File: src/rtl/pagesel_pkg.sv
package pagesel_pkg;
    localparam int unsigned ADDR_PAGE = 0;
    localparam int unsigned ADDR_OVR  = 1;
    localparam int unsigned ADDR_SW   = 2;
    localparam int unsigned ADDR_TRIG = 3;
endpackage

File: src/rtl/pagesel_sync.sv
module pagesel_sync #(
    parameter int unsigned WIDTH  = 3,
    parameter int unsigned STAGES = 2
) (
    input  logic             clk,
    input  logic             rst_n,
    input  logic [WIDTH-1:0] din,
    output logic [WIDTH-1:0] dout
);
    logic [STAGES-1:0][WIDTH-1:0] stage_d, stage_q;

    always_comb begin
        stage_d[0] = din;
        for (int i = 1; i < STAGES; i++) begin
            stage_d[i] = stage_q[i-1];
        end
    end

    always_ff @(posedge clk) begin
        if (!rst_n) stage_q <= '0;
        else        stage_q <= stage_d;
    end

    assign dout = stage_q[STAGES-1];
endmodule

File: src/rtl/pagesel_regs.sv
module pagesel_regs
    import pagesel_pkg::*;
#(
    parameter int unsigned ADDR_W = 4,
    parameter int unsigned DATA_W = 8,
    parameter int unsigned PAGE_W = 3
) (
    input  logic              clk,
    input  logic              rst_n,
    input  logic [ADDR_W-1:0] bus_addr,
    input  logic              bus_we,
    input  logic [DATA_W-1:0] bus_wdata,
    input  logic [PAGE_W-1:0] sw_sync,
    output logic [DATA_W-1:0] bus_rdata,
    output logic [PAGE_W-1:0] page_o,
    output logic              ovr_o
);
    typedef struct packed {
        logic [PAGE_W-1:0] page;
        logic              ovr;
    } regs_t;

    regs_t regs_d, regs_q;

    always_comb begin
        regs_d = regs_q;
        if (bus_we) begin
            if (bus_addr == ADDR_W'(ADDR_PAGE)) regs_d.page = bus_wdata[PAGE_W-1:0];
            if (bus_addr == ADDR_W'(ADDR_OVR))  regs_d.ovr  = bus_wdata[0];
        end
    end

    always_ff @(posedge clk) begin
        if (!rst_n) regs_q <= '0;
        else        regs_q <= regs_d;
    end

    always_comb begin
        bus_rdata = '0;
        if      (bus_addr == ADDR_W'(ADDR_PAGE)) bus_rdata = DATA_W'(regs_q.page);
        else if (bus_addr == ADDR_W'(ADDR_OVR))  bus_rdata = DATA_W'(regs_q.ovr);
        else if (bus_addr == ADDR_W'(ADDR_SW))   bus_rdata = DATA_W'(sw_sync);
        else if (bus_addr == ADDR_W'(ADDR_TRIG)) bus_rdata = '1;
    end

    assign page_o = regs_q.page;
    assign ovr_o  = regs_q.ovr;

    // writes outside the two writable addresses leave the state alone
    assert_ro_write_R5: assert property (@(posedge clk) disable iff (!rst_n)
        (bus_we && bus_addr != ADDR_W'(ADDR_PAGE) && bus_addr != ADDR_W'(ADDR_OVR))
        |=> ($stable(page_o) && $stable(ovr_o)));

    // a page write is visible on the next cycle
    assert_page_write_R2: assert property (@(posedge clk) disable iff (!rst_n)
        (bus_we && bus_addr == ADDR_W'(ADDR_PAGE))
        |=> page_o == $past(bus_wdata[PAGE_W-1:0]));
endmodule

File: src/rtl/pagesel_trigger.sv
module pagesel_trigger #(
    parameter int unsigned PAGE_W = 3
) (
    input  logic              clk,
    input  logic              rst_n,
    input  logic              fire,
    input  logic [PAGE_W-1:0] sel_page,
    output logic              req,
    output logic [PAGE_W-1:0] page
);
    typedef struct packed {
        logic              req;
        logic [PAGE_W-1:0] page;
    } trig_t;

    trig_t trig_d, trig_q;

    always_comb begin
        trig_d     = trig_q;
        trig_d.req = fire;
        if (fire) trig_d.page = sel_page;
    end

    always_ff @(posedge clk) begin
        if (!rst_n) trig_q <= '0;
        else        trig_q <= trig_d;
    end

    assign req  = trig_q.req;
    assign page = trig_q.page;

    assert_pulse_R6: assert property (@(posedge clk) disable iff (!rst_n)
        fire |=> req);
    assert_no_pulse_R7: assert property (@(posedge clk) disable iff (!rst_n)
        !fire |=> !req);
    assert_page_hold_R9: assert property (@(posedge clk) disable iff (!rst_n)
        !fire |=> $stable(page));
endmodule

File: src/rtl/pagesel_ctrl.sv
module pagesel_ctrl
    import pagesel_pkg::*;
#(
    parameter int unsigned ADDR_W      = 4,
    parameter int unsigned DATA_W      = 8,
    parameter int unsigned PAGE_W      = 3,
    parameter int unsigned SYNC_STAGES = 2
) (
    input  logic              clk,
    input  logic              rst_n,
    input  logic [ADDR_W-1:0] bus_addr,
    input  logic              bus_we,
    input  logic [DATA_W-1:0] bus_wdata,
    output logic [DATA_W-1:0] bus_rdata,
    input  logic [PAGE_W-1:0] switch_raw,
    output logic              reconf_req,
    output logic [PAGE_W-1:0] reconf_page
);
    logic [PAGE_W-1:0] sw_sync;
    logic [PAGE_W-1:0] reg_page;
    logic              reg_ovr;
    logic [PAGE_W-1:0] sel_page;
    logic              fire;

    pagesel_sync #(.WIDTH(PAGE_W), .STAGES(SYNC_STAGES)) u_sync (
        .clk(clk), .rst_n(rst_n), .din(switch_raw), .dout(sw_sync)
    );

    pagesel_regs #(.ADDR_W(ADDR_W), .DATA_W(DATA_W), .PAGE_W(PAGE_W)) u_regs (
        .clk(clk), .rst_n(rst_n), .bus_addr(bus_addr), .bus_we(bus_we),
        .bus_wdata(bus_wdata), .sw_sync(sw_sync), .bus_rdata(bus_rdata),
        .page_o(reg_page), .ovr_o(reg_ovr)
    );

    assign sel_page = reg_ovr ? sw_sync : reg_page;
    assign fire     = bus_we && (bus_addr == ADDR_W'(ADDR_TRIG)) && (bus_wdata == '0);

    pagesel_trigger #(.PAGE_W(PAGE_W)) u_trig (
        .clk(clk), .rst_n(rst_n), .fire(fire), .sel_page(sel_page),
        .req(reconf_req), .page(reconf_page)
    );

    // the request carries the page from the selected source
    assert_src_reg_R8: assert property (@(posedge clk) disable iff (!rst_n)
        (reconf_req && $past(!reg_ovr)) |-> reconf_page == $past(reg_page));
    assert_src_sw_R8: assert property (@(posedge clk) disable iff (!rst_n)
        (reconf_req && $past(reg_ovr)) |-> reconf_page == $past(sw_sync));
    // the trigger address reads all ones
    assert_trig_read_R10: assert property (@(posedge clk) disable iff (!rst_n)
        (bus_addr == ADDR_W'(ADDR_TRIG)) |-> (&bus_rdata));
endmodule

File: config.mk
export PLATFORM = sky130hd
export DESIGN_NAME = pagesel_ctrl
export DESIGN_NICKNAME = d
export VERILOG_FILES = /design/src/rtl/pagesel_pkg.sv /design/src/rtl/pagesel_sync.sv /design/src/rtl/pagesel_regs.sv /design/src/rtl/pagesel_trigger.sv /design/src/rtl/pagesel_ctrl.sv
export SDC_FILE = /design/constraint.sdc
export NUM_CORES = 1
export LEC_CHECK = 0
export BUFFER_PORTS_ARGS = -buffer_cell sky130_fd_sc_hd__buf_4
export CAP_MARGIN = 20
export CORE_MARGIN = 8
export CORE_UTILIZATION = 39
export DETAILED_ROUTE_END_ITERATION = 10
export GPL_TIMING_DRIVEN = 0
export PLACE_DENSITY_LB_ADDON = 0.08
export SLEW_MARGIN = 0
export SYNTH_ARGS = -nofsm -noshare
export SYNTH_HDL_FRONTEND = slang
export SYNTH_HIERARCHICAL = 1
export SYNTH_SLANG_ARGS = --single-unit
File: constraint.sdc
create_clock -name clk -period 1.5 [get_ports clk]
set_input_delay 0.075 -clock clk [delete_from_list [all_inputs] [get_ports clk]]
set_output_delay 0.075 -clock clk [all_outputs]
set_load 0.01 [all_outputs]
# Word-level counts from Yosys, hierarchy flattened
# Cells that the tools add are included.
classes:
  eq_ne: 3
  n_mux: 5
  n_reduce_logical: 6
op_table:
  columns: ["op", "n"]
  rows:
  - ["$mux 8", 4]
  - ["$eq 4x2->1 const B", 2]
  - ["$logic_not 8->1", 1]
  - ["$eq 4x1->1 const B", 1]
  - ["$logic_not 4->1", 1]
  - ["$reduce_and 2->1", 2]
  - ["$mux 3", 1]
  - ["$logic_and 1x1->1", 2]
word_totals:
  ff_bits: 14
  wordCells: 20

# Depth between registers and ports, before layout
# Gate-level depths: netlist (run 1).
logic_depth:
  word_depth: 5
  ltp_mapped: 4

# Cells and area by module
# Netlist (run 1), hierarchy kept.
modules_own_cells:
  columns: ["mod", "instances", "cells_each", "area_each_um2", "seq_area_each_um2"]
  rows:
  - ["pagesel_regs", 1, 34, 280.3, 80.1]
  - ["pagesel_sync", 1, 12, 157.7, 120.1]
  - ["pagesel_trigger", 1, 11, 136.4, 80.1]
  - ["pagesel_ctrl", 1, 8, 73.8, 0.0]

# Worst setup path before layout (run 1)
# No wires, ideal clock.
synth_timing:
  kind: "register to register"
  from: "reg u_regs.regs_q[0] (netlist: u_regs/ovr_o)"
  to: "reg u_trig.trig_q (netlist bit u_trig/page[0])"
  arrival_time_ns: 0.876
  t_required_ns: 1.384
  setup_slack_ns: 0.508
  stages_incl_launch_ff: 4
  period_less_slack_ns: 0.992
  path_cell_list: "dfxtp_1 > mux2_2 > mux2i_1 > nor2b_1"
synth_between:
  elab_chain_len: 1
synth_rtl:
  columns: ["item", "line_no", "text"]
  rows:
  - ["from (decl)", "pagesel_regs.sv:23", "regs_t regs_d, regs_q;"]
  - ["from (signal assigned)", "pagesel_regs.sv:35", "else regs_q <= regs_d;"]
  - ["$mux 3", "pagesel_ctrl.sv:35", "assign sel_page = reg_ovr ? sw_sync : reg_page;"]
  - ["net sel_page[0]", "pagesel_ctrl.sv:22", "logic [PAGE_W-1:0] sel_page;"]
  - ["to (signal assigned)", "pagesel_trigger.sv:26", "else trig_q <= trig_d;"]
  - ["to (decl)", "pagesel_trigger.sv:16", "trig_t trig_d, trig_q;"]
# The timed path passes the listed nets, and every way through them passes these cells.
# A chain may end at the register's enable or synchronous reset.

# Final worst setup path (run 1)
layout_timing:
  from: "reg u_regs.regs_q[0] (netlist: u_regs/ovr_o)"
  to: "out bus_rdata[0]"
layout_between:
  elab_chain_len: 2
layout_rtl:
  columns: ["item", "line_no", "text"]
  rows:
  - ["$mux 8", "pagesel_regs.sv:41", "else if (bus_addr == ADDR_W'(ADDR_OVR)) bus_rdata = DATA_W'(regs_q.ovr);"]
  - ["$mux 8", "pagesel_regs.sv:40", "if (bus_addr == ADDR_W'(ADDR_PAGE)) bus_rdata = DATA_W'(regs_q.page);"]
  - ["to (decl)", "pagesel_ctrl.sv:14", "output logic [DATA_W-1:0] bus_rdata,"]
# No other way between the ends.

==> results of run 1 <==
metal layers:
metal	wire length [um]	part of all wire, %	track usage, %
met1	698	46	10.76
met2	679	45	14.42
met3	143	9.4	4.944
met4	0	0	5.034
met5	0	0	0
state kept, by name (all words and copies together) (netlist names):
register,cells
u_regs/page_o,3
u_sync/dout,3
u_sync/stage_d,3
u_trig/page,3
u_regs/ovr_o,1
u_trig/req,1
cells by family after synthesis:
logic type / share of synthesized area (%)
mux: 17.57
compound gates: 5.405
simple gates: 28.57
flops: 43.24
buf+inv: 5.212
layout make-up:
cell class / instances / area [um^2]
inverter: 1 / 3.754
multi-input combinational: 46 / 334.1
timing repair buffer: 31 / 237.7
sequential: 14 / 280.3
buffer: 4 / 30.03
tap: 16 / 20.02
fill: 152 / 613.1
clock buffer: 3 / 22.52
power by group through the flow:
| stage | Clock (uW) | Combinational, uW | Sequential (uW) |
|---|---|---|---|
| after detailed placement | 0 | 96.6 | 393 |
| after global routing | 232 | 109 | 385 |
| after CTS | 213 | 101 | 384 |
| final | 203 | 99.4 | 384 |
| after floorplan | 0 | 34.4 | 391 |
| after global placement | 0 | 94.3 | 392 |
through the flow:
step | cell area, um^2 | power, uW | utilization [%]
after CTS | 928.4 | 698.1 | 60.23
after detailed placement | 885.9 | 489.4 | 57.47
after floorplan | 648.1 | 425.7 | -
after global placement | 885.9 | 486.7 | 57.47
after global routing | 928.4 | 726.5 | 60.23
final | 928.4 | 686.7 | 60.23
placed cells by master (no fill, tap or decap), types with 2 or more instances in the layout:
cell,Yosys,layout
clkbuf_4,0,3
buf_4,4,33
dlygate4sd3_1,0,2
a21boi_0,2,2
mux2i_1,8,8
and2_1,6,6
nor2b_1,3,3
dfxtp_1,14,14
nand2_1,11,11
mux2_2,3,3
o21ai_0,2,2
Yosys cell counts (all sizes together), types with 2 or more instances:
master / instances / area, um^2
and2: 7 / 45.05
nor2b: 3 / 18.77
o21ai: 2 / 10.01
nand2: 11 / 41.29
dfxtp: 14 / 280.3
a21boi: 2 / 15.01
mux2: 3 / 33.78
buf: 4 / 30.03
mux2i: 8 / 80.08
nor2: 2 / 17.52
critical path: cells and delay by family (launching register included):
kind                   cells  cell delay, ps
flip-flops                 1             370
buffers and inverters      1             140
AO/OA/AOI/OAI              1             360
worst paths after layout:
kind,from,slack [ps],endpoint
hold reg to reg,u_sync/stage_d[3]$_SDFF_PN0_,440,u_sync/dout[0]$_SDFF_PN0_
setup reg to reg,u_regs/ovr_o$_SDFFE_PN0P_,420,u_trig/page[1]$_SDFFE_PN0P_
setup / recovery,u_regs/ovr_o$_SDFFE_PN0P_,280,bus_rdata[0]
hold / removal,switch_raw[2],30,u_sync/stage_d[5]$_SDFF_PN0_
what timing repair did:
item | 4_1_cts | 5_1_grt
setup buffers | 0 | 0
resized for setup | 0 | 0
hold buffers | 2 | 0
endpoints found under the hold margin | 2 | 0
==> results.yml, run 1 <==
outcome:
  status: "finished clean"
setup_path:
  cp_max_fo: 5
  crit_path_end_kind: "primary output"
  path_cells: "o311a_1 -> buf_4"
  r2r.worst_path.cells: 3
  required_ps: 1420
  startpoint_type: "flip-flop"
  cpMaxStageDelayCell: "dfxtp_1"
  arrival_ps: 1140
  criticalPathCategory: "flip-flop to primary output"
  slowest_delay_ps: 370
power:
  power_switching_uw: 154.3
  comb_power_share_pct: 14.5
  power.density_mw_per_mm2: 739.7
  clkPwrFrac_pct: 29.6
  swShare_pct: 22.48
  p_int_uw: 532.4
  p_leak_uw: 0.0004429
  pwr-share-seq_pct: 55.9
  ir_drop_v: 0.0004706
global_routing:
  grt_max_degree: 18
  grt_util_all_layers_pct: 9.603
  grt_pass1_vias: 595
  grt_pass1_wl_um: 2546
  gr-total-overflow: 0
  antenna_found_initial: 0
final_layout:
  layout-drive-gt1-share_pct: 45.45
  finalNonFillerCells: 115
  syn_to_final_growth_pct: 43.24
  antenna_cells: 0
  nNetsFinal: 119
sta:
  tightest_slew_ps: 233.3
  layout_min_cycle_time_ps: 1217
  slew_headroom_pct: 84.41
  fmax_ghz: 0.8214
  rsz0062_at_grt: "false"
  setup_ws_ps: 282.6
  setup_violations: 0
  skew_ps: 0.5145
  hold-worst-slack_ps: 27.14
  setup_tns_ps: 0
  finalCritPeriodShare_pct: 81.16
  hold_viol: 0
  slew_viol_final: 0
floorplanning:
  ios: 30
  core_mm2: 0.001541
  start_util_pct: 42.05
  chipHeight_um: 56.77
  row_count: 14
  die_area_mm2: 0.003222
  die_w_um: 56.77
logic_synthesis:
  synthArstFlopShare_pct: 0
  ys_types: 21
  syn_area_um2: 648.1
  postSynthCellCount: 65
  synth_edf_count: 0
  synth_area_per_cell_um2: 9.971
  ys.flop_type: "dfxtp_1"
  ys_seq_area_share_pct: 43.24
  synth.net_count: 83
  ys_seq_elements: 14
  yosysWarnings: 6
placement:
  port_buffers: 29
  dp_hpwl_um: 1230
  pre_cts_slack_ps: 274.3
  post-place-cells: 110
  globalplace.congestion: 0.8042
detailed_routing:
  drt_iter0_markers: 1
  post-route-drc-count: 0
  via_per_inst: 4.904
  postRouteAntennaNets: 0
  vias: 564
  wirelength_um: 1521
  routedWlPerCell_um: 13.23
  dr.pass1.iters: 4
worst_hold_path:
  hold_depth: 2
  hold_path.class: "input port to flip-flop"
clocking:
  cts_tree: "yes"
  insertion_delay_ps: 270
  cts_inserted_buffers: 3
  cts_buffer_depth: 2
  path_clk_slew_ps: 80
  cts-root-buf: "clkbuf_4"
  cts.sinks: 14
  htree_num_levels: 1
run:
  maxCapViolCount: 0
Power figures use the tool's default switching activity.
==> inputs of run 2 (changes only) <==
- clock period: 1.5 -> 1.03 ns (I/O delays scaled with it)
==> run 2 against run 1 <==
  * Sequential power grew 45%
  * Critical endpoint unchanged
  * Core utilization grew 3.3 points
  * Via count up 3.0%
  * The flow now finishes with violations (negative setup slack)
  * Worst hold slack better by 9.0 ps
==> results.yml, run 2 (synthesis results as in run 1) <==
floorplanning:
  ios: 30
  die_area_mm2: 0.003222
  die_w_um: 56.77
  row_count: 14
  core_mm2: 0.001541
  start_util_pct: 42.05
  chipHeight_um: 56.77
setup_path:
  cpMaxStageDelayCell: "dfxtp_4"
  cp_max_fo: 2
  r2r.worst_path.cells: 4
  path_cells: "o311a_1 -> buf_6"
  reg2reg_to: "u_trig/page[0]$_SDFFE_PN0P_"
  crit_path_end_kind: "primary output"
  required_ps: 980
  cp.depth: 2
  path_delay_family: "flip-flops"
  cp_num_buf_inv: 1
  slowest_delay_ps: 350
  startpoint_type: "flip-flop"
  arrival_ps: 1030
  r2r_slack_ps: -40
  criticalPathCategory: "flip-flop to primary output"
  regToRegStartpoint: "u_regs/ovr_o$_SDFFE_PN0P_"
power:
  power.density_mw_per_mm2: 1030
  pwr-share-seq_pct: 55.3
  power_switching_uw: 228.8
  comb_power_share_pct: 15.2
  clkPwrFrac_pct: 29.6
  p_leak_uw: 0.0004661
  ir_drop_v: 0.0006790
  swShare_pct: 22.68
  total_power_uw: 1009
  p_int_uw: 780.1
sta:
  hold_viol: 0
  slew_headroom_pct: 84.40
  layout_min_cycle_time_ps: 1085
  slew_viol_final: 0
  rsz0062_at_grt: "true"
  tightest_slew_ps: 233.3
  fmax_ghz: 0.9219
  setup_violations: 4
  setup_tns_ps: -110.8
  skew_ps: 3.744
  finalCritPeriodShare_pct: 105.3
  setup_ws_ps: -54.72
detailed_routing:
  dr.pass1.iters: 4
  routedWlPerCell_um: 13.36
  drt_iter0_markers: 1
  vias: 581
  post-route-drc-count: 0
  wirelength_um: 1577
  postRouteAntennaNets: 0
  via_per_inst: 4.924
clocking:
  insertion_delay_ps: 270
  path_clk_slew_ps: 80
  cts-root-buf: "clkbuf_4"
  cts_buffer_depth: 2
  cts_tree: "yes"
  cts.sinks: 14
  cts_inserted_buffers: 3
  htree_num_levels: 1
final_layout:
  nNetsFinal: 122
  layout_commonest_cell: "buf_4"
  antenna_cells: 0
  area.sequential_um2: 291.5
  fin_area_um2: 979.7
  syn_to_final_growth_pct: 51.16
  multi_input_area_um2: 341.6
  final_cell_mix: "33 x buf_4, 11 x nand2_1, 8 x mux2i_1"
  layout-drive-gt1-share_pct: 52.94
  fillers: 146
global_routing:
  grt_pass1_vias: 610
  grt_max_degree: 18
  grt_pass1_wl_um: 2628
  gr-total-overflow: 0
  grt_util_all_layers_pct: 9.914
  antenna_found_initial: 0
worst_hold_path:
  hold_path.class: "input port to flip-flop"
  hold_depth: 3
  hold_path_end: "u_regs/page_o[2]$_SDFFE_PN0P_"
  min_from: "bus_wdata[2]"
outcome:
  status: "finished, violations left"
  violations: "negative setup slack"
placement:
  place_area_um2: 885.9
  globalplace.congestion: 0.8042
  dp_hpwl_um: 1230
  port_buffers: 29
run:
  maxCapViolCount: 0
-- run 2: timing repair --
item | CTS | global route
endpoints found under the hold margin | 3 | 0
gates resized for setup | 7 | 7
hold buffers | 3 | 0
pin swaps | 2 | 1
setup endpoints to repair | 6 | 6
setup buffers | 1 | 1
-- run 2: worst max-delay path by stage --
stage                                   start                           to  slack (ps)
global route        u_sync/dout[0]$_SDFF_PN0_                 bus_rdata[0]        -150
CTS                 u_sync/dout[0]$_SDFF_PN0_                 bus_rdata[0]         -70
detailed placement                bus_addr[3]  u_trig/page[1]$_SDFFE_PN0P_        -170
finish              u_regs/ovr_o$_SDFFE_PN0P_                 bus_rdata[0]         -50
global placement                  bus_addr[3]  u_trig/page[0]$_SDFFE_PN0P_        -170
floorplan           u_regs/ovr_o$_SDFFE_PN0P_  u_trig/page[0]$_SDFFE_PN0P_          40
-- run 2: layout make-up --
type | count | share of cell area [%]
Buffer | 4 | 3.065
Clock buffer | 3 | 2.299
Inverter | 1 | 0.3831
Sequential cell | 14 | 29.76
Timing Repair Buffer | 34 | 27.59
Tap cell | 16 | 2.043
Multi-Input combinational cell | 46 | 34.87
-- run 2: worst min-delay path, stage by stage --
cell,delay [ps]
buf_4,110
nand2_1,50
mux2i_1,60
-- run 2: power groups by stage --
| stage | logic, uW | registers, uW | clock network (uW) |
|---|---|---|---|
| after floorplan | 50.1 | 570 | 0 |
| after global placement | 137 | 571 | 0 |
| after detailed placement | 141 | 572 | 0 |
| after CTS | 153 | 557 | 310 |
| after global routing | 168 | 559 | 347 |
| final | 153 | 557 | 298 |
-- run 2: metal layers --
metal  track usage (%)  share of wire (%)  vias to the layer above
met5                 0                  0                        -
met4             5.034                  0                        0
met3             4.944                9.1                        0
met2             14.73                 45                       22
met1             11.38                 45                      265
li1                  -                  -                      294
-- run 2: stage by stage --
stage | utilization, % | setup slack (ps) | hold slack [ps] | instances
finish | 63.56 | -54.72 | 36.10 | 118
global route | 63.56 | -149.0 | 39.31 | 118
CTS | 62.01 | -68.27 | 35.42 | 117
detailed placement | 57.47 | -172.2 | 258.7 | 110
global placement | 57.47 | -171.2 | 253.2 | 110
floorplan | - | 38.02 | 173.2 | 65
